--- config.mk ---
export PLATFORM = sky130hd
export DESIGN_NAME = burst_blinker
export DESIGN_NICKNAME = d
export VERILOG_FILES = /design/src/rtl/burst_blinker_pkg.sv /design/src/rtl/burst_blinker_datapath.sv /design/src/rtl/burst_blinker_ctrl.sv /design/src/rtl/burst_blinker.sv
export SDC_FILE = /design/constraint.sdc
export NUM_CORES = 1
export LEC_CHECK = 0
export CORE_MARGIN = 5
export CORE_UTILIZATION = 40
export CTS_CLUSTER_SIZE = 40
export DETAILED_ROUTE_END_ITERATION = 6
export MAX_ROUTING_LAYER = met4
export PLACE_DENSITY_LB_ADDON = 0.12
export SYNTH_ARGS = -nofsm -noshare
export SYNTH_HDL_FRONTEND = slang
export SYNTH_HIERARCHICAL = 1
export SYNTH_SLANG_ARGS = --single-unit
--- constraint.sdc ---
create_clock -name clk -period 2.2 [get_ports clk]
set_input_delay 0.44 -clock clk [delete_from_list [all_inputs] [get_ports clk]]
set_output_delay 0.44 -clock clk [all_outputs]
set_load 0.02 [all_outputs]
--- src/rtl/burst_blinker_pkg.sv ---
package burst_blinker_pkg;

  typedef enum logic [1:0] {
    PH_IDLE = 2'd0,
    PH_LIT  = 2'd1,
    PH_DARK = 2'd2
  } phase_e;

  // control -> datapath
  typedef struct packed {
    logic restartTick;
    logic clearBlinks;
    logic countBlink;
  } ctrlStrobes_t;

  // datapath -> control
  typedef struct packed {
    logic pressEdge;
    logic tick;
    logic lastBlink;
  } dpStatus_t;

endpackage

--- src/rtl/burst_blinker_datapath.sv ---
module burst_blinker_datapath
  import burst_blinker_pkg::*;
#(
  parameter int CLK_HZ          = 50_000_000,
  parameter int DEBOUNCE_CYCLES = 1_000_000,
  parameter int BURST_BLINKS    = 5,
  parameter int SYNC_STAGES     = 2
) (
  input  logic         clk,
  input  logic         rst,
  input  logic         buttonIn,
  input  ctrlStrobes_t strobes,
  output dpStatus_t    status
);

  localparam int DEB_W = $clog2(DEBOUNCE_CYCLES + 1);
  localparam logic [DEB_W-1:0] DEB_LAST = DEB_W'(DEBOUNCE_CYCLES - 1);
  localparam int BL_W = $clog2(BURST_BLINKS + 1);
  localparam logic [BL_W-1:0] BL_LAST = BL_W'(BURST_BLINKS - 1);

  // synchronizer chain
  logic [SYNC_STAGES-1:0] syncChain;
  logic syncBtn;

  always_ff @(posedge clk) begin
    if (rst) syncChain <= '0;
    else     syncChain <= {syncChain[SYNC_STAGES-2:0], buttonIn};
  end
  assign syncBtn = syncChain[SYNC_STAGES-1];

  // debouncer: accept a new level only after it holds DEBOUNCE_CYCLES cycles
  logic [DEB_W-1:0] debCnt;
  logic debState, debPrev;

  always_ff @(posedge clk) begin
    if (rst) begin
      debCnt   <= '0;
      debState <= 1'b0;
      debPrev  <= 1'b0;
    end else begin
      debPrev <= debState;
      if (syncBtn == debState) begin
        debCnt <= '0;
      end else if (debCnt == DEB_LAST) begin
        debState <= syncBtn;
        debCnt   <= '0;
      end else begin
        debCnt <= debCnt + 1'b1;
      end
    end
  end

  assign status.pressEdge = debState & ~debPrev;

  // one-second prescaler, restartable by the control
  generate
    if (CLK_HZ <= 1) begin : g_tickEveryCycle
      assign status.tick = 1'b1;
    end else begin : g_tickCounter
      localparam int PRE_W = $clog2(CLK_HZ);
      localparam logic [PRE_W-1:0] PRE_LAST = PRE_W'(CLK_HZ - 1);
      logic [PRE_W-1:0] preCnt;

      always_ff @(posedge clk) begin
        if (rst || strobes.restartTick || preCnt == PRE_LAST) preCnt <= '0;
        else                                                  preCnt <= preCnt + 1'b1;
      end
      assign status.tick = (preCnt == PRE_LAST);
    end
  endgenerate

  // completed-blink counter
  logic [BL_W-1:0] blinkCnt;

  always_ff @(posedge clk) begin
    if (rst || strobes.clearBlinks) blinkCnt <= '0;
    else if (strobes.countBlink)    blinkCnt <= blinkCnt + 1'b1;
  end

  assign status.lastBlink = (blinkCnt == BL_LAST);

endmodule

--- src/rtl/burst_blinker_ctrl.sv ---
module burst_blinker_ctrl
  import burst_blinker_pkg::*;
(
  input  logic         clk,
  input  logic         rst,
  input  dpStatus_t    status,
  output ctrlStrobes_t strobes,
  output logic         ledOut,
  output logic         busy
);

  phase_e phase, nextPhase;

  always_ff @(posedge clk) begin
    if (rst) phase <= PH_IDLE;
    else     phase <= nextPhase;
  end

  always_comb begin
    nextPhase = phase;
    strobes   = '0;
    case (phase)
      PH_IDLE: begin
        if (status.pressEdge) begin
          nextPhase           = PH_LIT;
          strobes.restartTick = 1'b1;
          strobes.clearBlinks = 1'b1;
        end
      end
      PH_LIT: begin
        if (status.tick) nextPhase = PH_DARK;
      end
      PH_DARK: begin
        if (status.tick) begin
          if (status.lastBlink) begin
            nextPhase = PH_IDLE;
          end else begin
            nextPhase          = PH_LIT;
            strobes.countBlink = 1'b1;
          end
        end
      end
      default: nextPhase = PH_IDLE;
    endcase
  end

  assign ledOut = (phase == PH_LIT);
  assign busy   = (phase != PH_IDLE);

endmodule

--- src/rtl/burst_blinker.sv ---
module burst_blinker
  import burst_blinker_pkg::*;
#(
  parameter int CLK_HZ          = 50_000_000,
  parameter int DEBOUNCE_CYCLES = CLK_HZ / 50,
  parameter int BURST_BLINKS    = 5,
  parameter int SYNC_STAGES     = 2
) (
  input  logic clk,
  input  logic rst,
  input  logic buttonIn,
  output logic ledOut,
  output logic busy
);

  ctrlStrobes_t strobes;
  dpStatus_t    status;

  burst_blinker_datapath #(
    .CLK_HZ          (CLK_HZ),
    .DEBOUNCE_CYCLES (DEBOUNCE_CYCLES),
    .BURST_BLINKS    (BURST_BLINKS),
    .SYNC_STAGES     (SYNC_STAGES)
  ) u_datapath (
    .clk      (clk),
    .rst      (rst),
    .buttonIn (buttonIn),
    .strobes  (strobes),
    .status   (status)
  );

  burst_blinker_ctrl u_ctrl (
    .clk     (clk),
    .rst     (rst),
    .status  (status),
    .strobes (strobes),
    .ledOut  (ledOut),
    .busy    (busy)
  );

endmodule

Yosys cells after proc, flatten, opt, wreduce, memory -nomap -nowiden
Cells that the tools add are included.
{"block": "op_classes", "magnitude_cmp": 0, "div_mod_pow": 0, "mux": 10, "add_sub_neg": 3, "n_eq_ne": 9, "n_shift": 0, "n_reduce_logical": 8, "bitwise_logic": 3, "mul": 0}
{"cell": "$add 26x1->26 const B", "n": 1}
{"cell": "$eq 26x26->1 const B", "n": 1}
{"cell": "$add 20x1->20 const B", "n": 1}
{"cell": "$eq 20x20->1 const B", "n": 1}
{"cell": "$mux 2", "n": 5}
{"cell": "$pmux 2 s3", "n": 1}
{"cell": "$mux 1", "n": 4}
{"cell": "$ne 2x2->1 const B", "n": 2}
{"cell": "$add 3x1->3 const B", "n": 1}
{"cell": "$eq 3x3->1 const B", "n": 1}
{"cell": "$logic_or 1x1->1", "n": 3}
{"cell": "$reduce_and 3->1", "n": 1}
{"cell": "$reduce_or 3->1", "n": 1}
{"cell": "$eq 2x1->1 const B", "n": 1}
{"cell": "$eq 2x2->1 const B", "n": 1}
{"cell": "$logic_not 2->1", "n": 1}
{"cell": "$ne 2x1->1 const B", "n": 1}
{"cell": "$not 1->1", "n": 2}
{"cell": "$reduce_and 2->1", "n": 1}
{"cell": "$reduce_bool 2->1", "n": 1}
{"cell": "$and 1x1->1", "n": 1}
{"cell": "$eq 1x1->1", "n": 1}
{"block": "totals", "reg_bits": 55, "memories": 0, "out_inout_bits": 2, "latch_bits": 0, "romBits": 0, "ramBits": 0, "wordCells": 40}

Logic depth before layout (Yosys ltp)
Gate-level depths: netlist (run 1).
{"block": "depth", "ltp_word": 6, "depth_mapped": 8}

Modules after synthesis
The synthesis (run 1) kept the hierarchy.
{"module": "burst_blinker_datapath", "cells_each": 274, "instances": 1, "area_each_um2": 2382.3, "seq_area_each_um2": 1061.0}
{"module": "burst_blinker_ctrl", "cells_each": 16, "instances": 1, "area_each_um2": 135.1, "seq_area_each_um2": 40.0}

Least setup slack after synthesis (run 1)
Ideal clock, no wire load.
{"block": "synth_timing", "path_type": "reg2reg", "startpoint": "register u_datapath.debCnt[0]", "endpoint": "register u_datapath.debCnt[18]", "arrival_time_ns": 1.752, "n_path_buf": 1, "path_slack_ns": 0.379, "stages_incl_launch_ff": 7, "required_ns": 2.130, "period_less_slack_ns": 1.821, "cell_sequence": "dfxtp_1 > ha_1 > nand2_1 > or3_1 > clkbuf_1 > or4_1 > a21oi_1"}
{"block": "synth_via", "elab_chain_len": 2, "word_cells_on_any_way": 3}
{"element": "start, declared", "line": "burst_blinker_datapath.sv:32", "text": "logic [DEB_W-1:0] debCnt;"}
{"element": "start signal, assigned", "line": "burst_blinker_datapath.sv:48", "text": "debCnt <= debCnt + 1'b1;"}
{"element": "branches (longest 2 deep; another with $add 20x1->20)"}
Parallel ways; which one is timed is not known.
A chain may end at the register's enable or synchronous reset.

==> impl_metrics.tcl, run 1 <==
set metrics [dict create \
    run_status "finished, final reports clean" \
    vias 2038 \
    initial_core_util_pct 40.34 \
    fp.coreArea_um2 6241 \
    fin_tns_setup_ps 0 \
    largest_delay_contributor_family_on_the_critical_path "simple AND/OR/NAND/NOR gates" \
    synth_top_area_share_pct 43.74 \
    end_kind "flip-flop" \
    synth_adder_area_share_pct 1.988 \
    grt_pass1_vias 1932 \
    synth-compound-area-share_pct 11.18 \
    grt_max_degree 21 \
    io_pins 5 \
    max_slew_violations 0 \
    path_max_fanout 4 \
    critical_path_source "u_datapath/g_tickCounter.preCnt[25]$_SDFF_PP0_" \
    timing.critical_path.from_type "flip-flop" \
    area_share_of_xor_xnor_cells_in_the_synthesized_design_pct 8.350 \
    cell_type_with_the_largest_total_area_after_synthesis "sky130_fd_sc_hd__dfxtp_1" \
    hold_path.startpoint "u_datapath/syncChain[0]$_SDFF_PP0_" \
    syn-cell-area_um2 2517 \
    fin_crit_sh_pct 95.04 \
    max_freq_ghz 0.4783 \
    crit_path_top_delay_cell "sky130_fd_sc_hd__dfxtp_1" \
    final_layout_size_suffix_gt1_share_pct 13.29 \
    cts_post_setup_buffers_inserted 0 \
    die_area_um2 7980 \
    max-vdd-ir-drop_v 0.0003761 \
    gp_congestion 0.7418 \
    routed_wl_mm 4.830 \
    clock_transition_at_path_regs_ps 100 \
    tritoncts_clock_tree "done" \
    finalNetCount 322 \
    postSynthCellCount 290 \
    netlist-cell-type-count 42 \
    flow.area_growth_from_synthesis_pct 15.41 \
    worst-endpoint-required_ps 2440 \
    rows 29 \
    floorplan.die.width_um 89.33 \
    r2r_path_start "u_datapath/g_tickCounter.preCnt[25]$_SDFF_PP0_" \
    overflow_left_after_global_routing 0 \
    worst_ep_arrival_time_ps 2330 \
    cts_inserted_buffers 5 \
    tightestPinTransition_ps 650.4 \
    layout.filler_cells 616 \
    grt_usage_pct 13.73 \
    antenna_cells_inserted 0 \
    post_drt_wl_per_cell_um 12.29 \
    list_of_cells_traversed_by_the_critical_path "nor4bb_1 -> nand4_1 -> buf_4 -> nor3_2 -> and4bb_2 -> nand2_1 -> xor2_1 -> nor3_1" \
    fp.dieH_um 89.33 \
    htreeDepth 2 \
    grt_first_pass_wirelength_mm 8.480 \
    power_density_nw_per_um2 552.1 \
    clock_latency_ps 310 \
    avgSynthCellArea_um2 8.681 \
    postSynth.topFlopCell "sky130_fd_sc_hd__dfxtp_1" \
    synth.net_count 297 \
    yosys_warnings 6 \
    synth_top_family_by_area "simple AND/OR/NAND/NOR gates" \
    most_repeated_cell_in_the_gate_level_netlist_after_synthesis "sky130_fd_sc_hd__dfxtp_1" \
    p_leak_uw 0.0009256 \
    maxCapViolCount 0 \
    path_buf_inv 1 \
    post_drt_via_cell_ratio 5.186 \
    clock_sink_count 55 \
    area_of_the_multi_input_gates_um2 1338 \
    drtPass1Iterations 4 \
    hold_path_class "reg -> reg" \
    synth_simple_gate_area_share_pct 30.67 \
    finalWorstPathRequiredPeriod_ps 2091 \
    timing_hold_violations_final 0 \
    dp_hpwl_mm 3.327 \
    port_buffers 4 \
    leading_cell_types_by_total_area_after_synthesis "sky130_fd_sc_hd__dfxtp_1 44%, sky130_fd_sc_hd__xnor2_1 4.5%, sky130_fd_sc_hd__nor2_1 4.5%" \
    antenna_found_initial 0 \
    finalClockSkew_ps 6.825 \
    asyncSetResetFlopFracSynth_pct 0 \
    cts-root-to-sink-buffers 2 \
    timing.slew.headroom_pct 56.64 \
    dr.first_iter.drc_count 74 \
    area_of_all_sequential_standard_cells_um2 1101 \
    post-route-drc-count 0 \
    synth.top_cells.by_count "55 x sky130_fd_sc_hd__dfxtp_1, 30 x sky130_fd_sc_hd__nor2_1, 22 x sky130_fd_sc_hd__a21oi_1" \
    hold_slack_ps 459.9 \
    ys_seq_area_share_pct 43.74 \
    max_stage_delay_ps 360 \
    clk_root_buffer_cell "sky130_fd_sc_hd__clkbuf_8" \
    yosys_register_bits 55 \
    setup.worst_path.class "reg -> reg" \
    post_route_ant_nets 0 \
    finalSetupViolations 0 \
    synth_edf_count 0 \
    synth.mux.area_fraction_pct 0.3976 \
]
[logic make-up after synthesis]
kind of cell | after synthesis
AND/OR/NAND/NOR | 135
flip-flops | 55
AO/OA/AOI/OAI | 48
XOR/XNOR | 24
buffers and inverters | 23
adder cells (fa/ha/maj) | 4
multiplexers | 1
[state kept, by name, summed over array words and instances (netlist names)]
signal / flops
u_ctrl/phase: 2
u_datapath/syncChain: 2
u_datapath/g_tickCounter.preCnt: 26
u_datapath/debPrev: 1
u_datapath/debState: 1
u_datapath/debCnt: 20
u_datapath/blinkCnt: 3
[per-layer routing]
layer	vias to the layer above	track usage (%)	share of wire (%)	routed length, um
li1	1084	-	-	-
met2	16	19.69	42	2020
met4	0	4.330	1.3	65
met1	930	18.51	54	2605
met3	8	4.055	2.9	139
met5	-	-	0	0
[power by group]
| group | leakage, uW | internal, uW | switching, uW | total, uW |
|---|---|---|---|---|
| Clock | 0.0000412 | 224 | 328 | 551 |
| Sequential | 0.000444 | 1000 | 4.78 | 1010 |
| Combinational | 0.000440 | 20.5 | 25.3 | 45.9 |
| Total | 0.000926 | 1250 | 358 | 1600 |
[metrics by stage]
| stage | cell area (um2) | worst slack [ps] | cells | power (uW) | util [%] |
|---|---|---|---|---|---|
| 2_1_floorplan | 2517 | 378.7 | 290 | 1054 | - |
| 3_3_place_gp | 2806 | 92.05 | 385 | 1075 | 44.97 |
| 3_5_place_dp | 2806 | 34.15 | 385 | 1075 | 44.97 |
| 4_1_cts | 2892 | 27.65 | 393 | 1628 | 46.33 |
| 5_1_grt | 2905 | -15.99 | 393 | 1681 | 46.55 |
| 6_report | 2905 | 109.1 | 393 | 1604 | 46.55 |
[final cells by class]
cell class / instances / area share, %
clock buffers: 6 / 2.498
repair buffers: 29 / 8.269
clock inverters: 2 / 0.4307
flip-flops and latches: 55 / 37.90
multi-input cells: 212 / 46.04
inverters: 12 / 1.550
well taps: 77 / 3.316
[timing repair]
item	in CTS	in global routing
endpoints found under the hold margin	0	0
endpoints found under the setup margin	0	18
hold buffers	0	0
gates resized for setup	0	3
[path summary, 6_finish.rpt]
path	end	slack, ps	depth (start not counted)
setup / recovery	u_datapath/blinkCnt[2]$_SDFFE_PP0P_	110	8
hold / removal	u_datapath/syncChain[1]$_SDFF_PP0_	460	1
setup reg to reg	u_datapath/blinkCnt[2]$_SDFFE_PP0P_	110	8
hold reg to reg	u_datapath/syncChain[1]$_SDFF_PP0_	460	1
[cell usage in the layout, fill, tap and decap left out, types with 2 or more instances in the layout]
cell type                          n
sky130_fd_sc_hd__o31ai_1          10
sky130_fd_sc_hd__ha_1              4
sky130_fd_sc_hd__or4_1            11
sky130_fd_sc_hd__buf_4            24
sky130_fd_sc_hd__and3_1            2
sky130_fd_sc_hd__nor4bb_1          2
sky130_fd_sc_hd__xor2_1           11
sky130_fd_sc_hd__nor2_1           30
sky130_fd_sc_hd__o21ai_0          12
sky130_fd_sc_hd__clkdlybuf4s50_1   4
sky130_fd_sc_hd__xnor2_1          13
sky130_fd_sc_hd__or2_1             2
sky130_fd_sc_hd__nor2b_1           4
sky130_fd_sc_hd__nand4_1           6
sky130_fd_sc_hd__nand2_1          18
sky130_fd_sc_hd__nor3_1            4
sky130_fd_sc_hd__and4_1            6
sky130_fd_sc_hd__or2_2             2
sky130_fd_sc_hd__or3_1            15
sky130_fd_sc_hd__a21oi_1          22
sky130_fd_sc_hd__and2_1            2
sky130_fd_sc_hd__nor4_1            4
sky130_fd_sc_hd__inv_1            12
sky130_fd_sc_hd__nand3_1          15
sky130_fd_sc_hd__clkbuf_8          5
sky130_fd_sc_hd__dfxtp_1          55
(Power assumes the default switching activity.)
==> run 2, diff against run 1 <==
CORE_MARGIN = 2   (was 5)
==> impl_metrics.tcl, run 2 (synthesis gave the netlist of run 1 again) <==
set metrics [dict create \
    fp.coreArea_um2 5991 \
    clk_root_buffer_cell "sky130_fd_sc_hd__clkbuf_8" \
    io_pins 5 \
    grt_usage_pct 14.11 \
    max_stage_delay_ps 380 \
    fin_crit_sh_pct 90.12 \
    port_buffers 4 \
    end_kind "flip-flop" \
    tritoncts_clock_tree "done" \
    swShare_pct 20.29 \
    finalNetCount 303 \
    finalSetupViolations 0 \
    layout.filler_cells 597 \
    wl_met1_mm 2.437 \
    wl_met3_um 91 \
    clock_power_share_pct 38.3 \
    wl_met2_mm 1.998 \
    cts_post_setup_buffers_inserted 0 \
    floorplan.die.width_um 83.33 \
    power.switching_uw 343.5 \
    list_of_cells_traversed_by_the_critical_path "nor4_1 -> nand4_1 -> nor3_2 -> and4bb_1 -> nand2_1 -> xor2_1 -> nor3_1" \
    htreeDepth 2 \
    dp_hpwl_mm 3.156 \
    drtPass1Iterations 6 \
    fp.dieH_um 83.33 \
    layout.cells.most_common_list "55 x sky130_fd_sc_hd__dfxtp_1, 30 x sky130_fd_sc_hd__nor2_1, 22 x sky130_fd_sc_hd__a21oi_1, 18 x sky130_fd_sc_hd__nand2_1" \
    antenna_cells_inserted 0 \
    maxCapViolCount 0 \
    final_layout_size_suffix_gt1_share_pct 7.095 \
    path_max_fanout 6 \
    grt_setup_unrepaired "false" \
    vias 1989 \
    combPwrFrac_pct 2.1 \
    hold_slack_ps 462.7 \
    antenna_found_initial 0 \
    final_common_cell "sky130_fd_sc_hd__dfxtp_1" \
    grt_max_degree 27 \
    timing.slew.headroom_pct 69.33 \
    rows 28 \
    p_total_uw 1693 \
    grt_first_pass_wirelength_mm 7.935 \
    max_freq_ghz 0.5044 \
    largest_register_ff_count 26 \
    finalClockSkew_ps 6.759 \
    p_leak_uw 0.0008325 \
    clock_transition_at_path_regs_ps 90 \
    hold_path_class "reg -> reg" \
    dr.max_layer_used "met4" \
    worst_ep_arrival_time_ps 2210 \
    timing_hold_violations_final 0 \
    gp_congestion 0.7431 \
    run_status "finished, final reports clean" \
    post_drt_wl_per_cell_um 12.41 \
    overflow_left_after_global_routing 0 \
    max_slew_violations 0 \
    largest_register_by_flop_count "u_datapath/g_tickCounter.preCnt" \
    pre_cts_ws_ps 184.3 \
    clock_sink_count 55 \
    tightestPinTransition_ps 458.8 \
    max-vdd-ir-drop_v 0.0004205 \
    setup.worst_path.class "reg -> reg" \
    sequentialPowerShare_pct 59.6 \
    power_density_nw_per_um2 614.3 \
    intPower_uw 1350 \
    timing.critical_path.from_type "flip-flop" \
    post_route_ant_nets 0 \
    post-route-drc-count 0 \
    cts_inserted_buffers 5 \
    finalWorstPathRequiredPeriod_ps 1983 \
    fin_tns_setup_ps 0 \
    crit_path_top_delay_cell "sky130_fd_sc_hd__dfxtp_1" \
    biggestRegsByFlops "u_datapath/g_tickCounter.preCnt (26), u_datapath/debCnt (20), u_datapath/blinkCnt (3)" \
    flow.area_growth_from_synthesis_pct 9.493 \
    dr.first_iter.drc_count 78 \
    grt_pass1_vias 1810 \
    routed_wl_mm 4.605 \
    die_area_um2 6944 \
    worst_slack_ps 217.3 \
    initial_core_util_pct 42.02 \
    post_drt_via_cell_ratio 5.361 \
    worst-endpoint-required_ps 2430 \
    clock_latency_ps 310 \
    cts-root-to-sink-buffers 2 \
]
## run 2: metrics by stage
| stage | cell area (um2) | cells | utilization, % |
|---|---|---|---|
| final | 2756 | 371 | 46.01 |
| after global routing | 2756 | 371 | 46.01 |
| after CTS | 2751 | 371 | 45.93 |
| after detailed placement | 2649 | 364 | 44.21 |
| after global placement | 2649 | 364 | 44.21 |
| after floorplan | 2517 | 290 | - |
## run 2: power by group through the flow
stage | Sequential, uW | Clock, uW | Combinational (uW)
finish | 1010 | 649 | 35.3
CTS | 1010 | 677 | 36.2
floorplan | 1030 | 0 | 23.4
global route | 1010 | 710 | 40.0
detailed placement | 1030 | 0 | 36.0
global placement | 1030 | 0 | 35.6
## run 2: metal layers
layer | up-vias | GRT usage, %
met5 | - | -
met4 | 0 | 5.365
met3 | 7 | 3.280
met2 | 11 | 21.55
met1 | 925 | 18.15
li1 | 1046 | -
## run 2: final timing paths
kind                                         endpoint                                           from  cells past startpoint  slack [ps]
setup / recovery  u_datapath/blinkCnt[2]$_SDFFE_PP0P_  u_datapath/g_tickCounter.preCnt[9]$_SDFF_PP0_                      7         220
hold / removal     u_datapath/syncChain[1]$_SDFF_PP0_             u_datapath/syncChain[0]$_SDFF_PP0_                      1         460
setup reg to reg  u_datapath/blinkCnt[2]$_SDFFE_PP0P_  u_datapath/g_tickCounter.preCnt[9]$_SDFF_PP0_                      7         220
hold reg to reg    u_datapath/syncChain[1]$_SDFF_PP0_             u_datapath/syncChain[0]$_SDFF_PP0_                      1         460
## run 2: final cells by class
cell class,instances,area (um2),area share [%]
clock buffers,6,72.57,2.633
well taps,75,93.84,3.404
flip-flops and latches,55,1101,39.95
repair buffers,10,85.08,3.087
inverters,12,45.04,1.634
clock inverters,1,30.03,1.089
multi-input cells,212,1329,48.21
## run 2: worst max-delay path: cells and delay by family, from the launching register on
| family | cells | cell delay, ps |
|---|---|---|
| xor+xnor | 1 | 150 |
| flops | 1 | 380 |
| simple gates | 6 | 1370 |
## run 2: repair_timing
item,in CTS,in global routing
hold buffers,0,0
endpoints found under the setup margin,0,1
gates resized for setup,0,1
==> run 3, diff against run 2 <==
ABC_CLOCK_PERIOD_IN_PS = 2200   (was default)
SETUP_SLACK_MARGIN = 0.15   (was default)
==> impl_metrics.tcl, run 3 (synthesis gave the netlist of run 1 again) <==
set metrics [dict create \
    regToRegEndpoint "u_datapath/debCnt[2]$_SDFF_PP0_" \
    fin_tns_setup_ps 0 \
    cts-root-to-sink-buffers 2 \
    layout.cells.most_common_list "55 x sky130_fd_sc_hd__dfxtp_1, 30 x sky130_fd_sc_hd__nor2_1, 22 x sky130_fd_sc_hd__a21oi_1, 18 x sky130_fd_sc_hd__nand2_1, 15 x sky130_fd_sc_hd__nand3_1" \
    cts_inserted_buffers 5 \
    vias 2003 \
    max_stage_delay_ps 520 \
    largest_register_ff_count 26 \
    power_density_nw_per_um2 611.4 \
    timing_hold_violations_final 0 \
    list_of_cells_traversed_by_the_critical_path "or4_1 -> or4_4 -> o21ai_1 -> buf_4 -> nor2_1" \
    combPwrFrac_pct 2.1 \
    routed_wl_mm 4.606 \
    clock_sink_count 55 \
    htreeDepth 2 \
    fp.dieH_um 83.33 \
    clock_transition_at_path_regs_ps 90 \
    hold_path.startpoint "u_datapath/syncChain[0]$_SDFF_PP0_" \
    end_kind "flip-flop" \
    setup.worst_path.class "reg -> reg" \
    worst-endpoint-required_ps 2400 \
    max_slew_violations 0 \
    grt_pass1_vias 1810 \
    final_layout_size_suffix_gt1_share_pct 8.081 \
    worst_ep_arrival_time_ps 2140 \
    tritoncts_clock_tree "done" \
    intPower_uw 1350 \
    port_buffers 4 \
    finalWorstPathRequiredPeriod_ps 1939 \
    tightestPinTransition_ps 458.7 \
    overflow_left_after_global_routing 0 \
    power.switching_uw 343.1 \
    timing.critical_path.from_type "flip-flop" \
    die_area_um2 6944 \
    holdPathStages 1 \
    clock_latency_ps 310 \
    grt_first_pass_wirelength_mm 7.935 \
    rows 28 \
    clk_root_buffer_cell "sky130_fd_sc_hd__clkbuf_8" \
    dr.first_iter.drc_count 76 \
    antenna_found_initial 0 \
    r2r_path_start "u_datapath/debCnt[13]$_SDFF_PP0_" \
    fin_crit_sh_pct 88.16 \
    final_common_cell "sky130_fd_sc_hd__dfxtp_1" \
    antenna_cells_inserted 0 \
    timing.slew.headroom_pct 69.33 \
    gp_congestion 0.7431 \
    post-route-drc-count 0 \
    hold_path_class "reg -> reg" \
    finalNetCount 304 \
    path_max_fanout 20 \
    final_cell_count_no_fill 372 \
    crit_path_top_delay_cell "sky130_fd_sc_hd__or4_1" \
    max_freq_ghz 0.5156 \
    swShare_pct 20.27 \
    post_drt_via_cell_ratio 5.384 \
    placed_cells 364 \
    biggestRegsByFlops "u_datapath/g_tickCounter.preCnt (26), u_datapath/debCnt (20), u_datapath/blinkCnt (3)" \
    finalSetupViolations 0 \
    grt_usage_pct 14.11 \
    drtPass1Iterations 4 \
    post_drt_wl_per_cell_um 12.38 \
    p_leak_uw 0.0008355 \
    floorplan.die.width_um 83.33 \
    path_buf_inv 1 \
    cp_num_cells 5 \
    sequentialPowerShare_pct 59.6 \
    worstHoldEndpoint "u_datapath/syncChain[1]$_SDFF_PP0_" \
    post_route_ant_nets 0 \
    maxCapViolCount 0 \
    clock_power_share_pct 38.3 \
    flow.area_growth_from_synthesis_pct 9.990 \
    largest_register_by_flop_count "u_datapath/g_tickCounter.preCnt" \
    grt_setup_unrepaired "true" \
    run_status "finished, final reports clean" \
    largest_delay_contributor_family_on_the_critical_path "simple AND/OR/NAND/NOR gates" \
    finalClockSkew_ps 6.900 \
    count_of_cells_along_the_worst_register_to_register_path 5 \
    rrSetupSlack_ps 260 \
    io_pins 5 \
    grt_max_degree 27 \
    initial_core_util_pct 42.02 \
    dp_hpwl_mm 3.156 \
    max-vdd-ir-drop_v 0.0004203 \
    fp.coreArea_um2 5991 \
]
-- run 3: cell types whose count changed in the layout (fill, tap and decap cells not counted) --
| cell | before | now |
|---|---|---|
| sky130_fd_sc_hd__or3_4 | 0 | 1 |
| sky130_fd_sc_hd__and4bb_1 | 1 | 0 |
| sky130_fd_sc_hd__and4bb_2 | 0 | 1 |
| sky130_fd_sc_hd__or3_1 | 15 | 14 |
| sky130_fd_sc_hd__buf_4 | 6 | 7 |
-- run 3: power groups by stage --
stage                     combinational, uW  sequential (uW)  clock, uW
after floorplan                        23.4             1030          0
after global placement                 35.6             1030          0
after detailed placement               36.0             1030          0
after CTS                              36.2             1010        677
after global routing                   40.0             1010        710
final                                  35.4             1010        649
-- run 3: worst max path at each step --
stage                                     endpoint  slack [ps]                                          start
2_1_floorplan     u_datapath/debCnt[18]$_SDFF_PP0_         380                u_datapath/debCnt[0]$_SDFF_PP0_
3_3_place_gp   u_datapath/blinkCnt[2]$_SDFFE_PP0P_         220  u_datapath/g_tickCounter.preCnt[9]$_SDFF_PP0_
3_5_place_dp   u_datapath/blinkCnt[2]$_SDFFE_PP0P_         180  u_datapath/g_tickCounter.preCnt[9]$_SDFF_PP0_
4_1_cts        u_datapath/blinkCnt[2]$_SDFFE_PP0P_         170  u_datapath/g_tickCounter.preCnt[9]$_SDFF_PP0_
5_1_grt        u_datapath/blinkCnt[2]$_SDFFE_PP0P_         120  u_datapath/g_tickCounter.preCnt[9]$_SDFF_PP0_
6_report           u_datapath/debCnt[2]$_SDFF_PP0_         260               u_datapath/debCnt[13]$_SDFF_PP0_
-- run 3: routing by layer --
metal / share of wire (%) / wire length (um) / GRT usage (%)
met1: 53 / 2433 / 18.15
met2: 43 / 2001 / 21.55
met3: 2.0 / 93 / 3.280
met4: 1.7 / 77 / 5.365
met5: 0 / 0 / -
-- run 3: repair_timing --
| item | CTS | global route |
|---|---|---|
| resized for setup | 0 | 3 |
| hold buffers | 0 | 0 |
| setup buffers | 0 | 1 |
| endpoints found under the hold margin | 0 | 0 |
| setup endpoints to repair | 0 | 4 |
-- run 3: final cells by class --
class                      instances  area (um2)
clock inverter                     1       30.03
tap                               75       93.84
sequential                        55        1101
timing repair buffer              11       92.59
fill                             599        3222
inverter                          12       45.04
clock buffer                       6       72.57
multi-input combinational        212        1334
-- run 3: metrics by stage --
step	worst slack (ps)	utilization (%)	hold WS (ps)	total power (uW)	area, um2
after floorplan	378.7	-	413.8	1054	2517
after global placement	223.6	44.21	450.0	1068	2649
after CTS	173.0	45.93	464.1	1722	2751
after detailed placement	184.3	44.21	442.7	1068	2649
after global routing	118.3	46.22	479.5	1761	2769
final	260.5	46.22	462.7	1693	2769
-- run 3: worst register-to-register path, stage by stage, from the launching register on --
cell and delay [ps]:
sky130_fd_sc_hd__dfxtp_1 330, sky130_fd_sc_hd__or4_1 520, sky130_fd_sc_hd__or4_4 500, sky130_fd_sc_hd__o21ai_1 130, sky130_fd_sc_hd__buf_4 260, sky130_fd_sc_hd__nor2_1 80
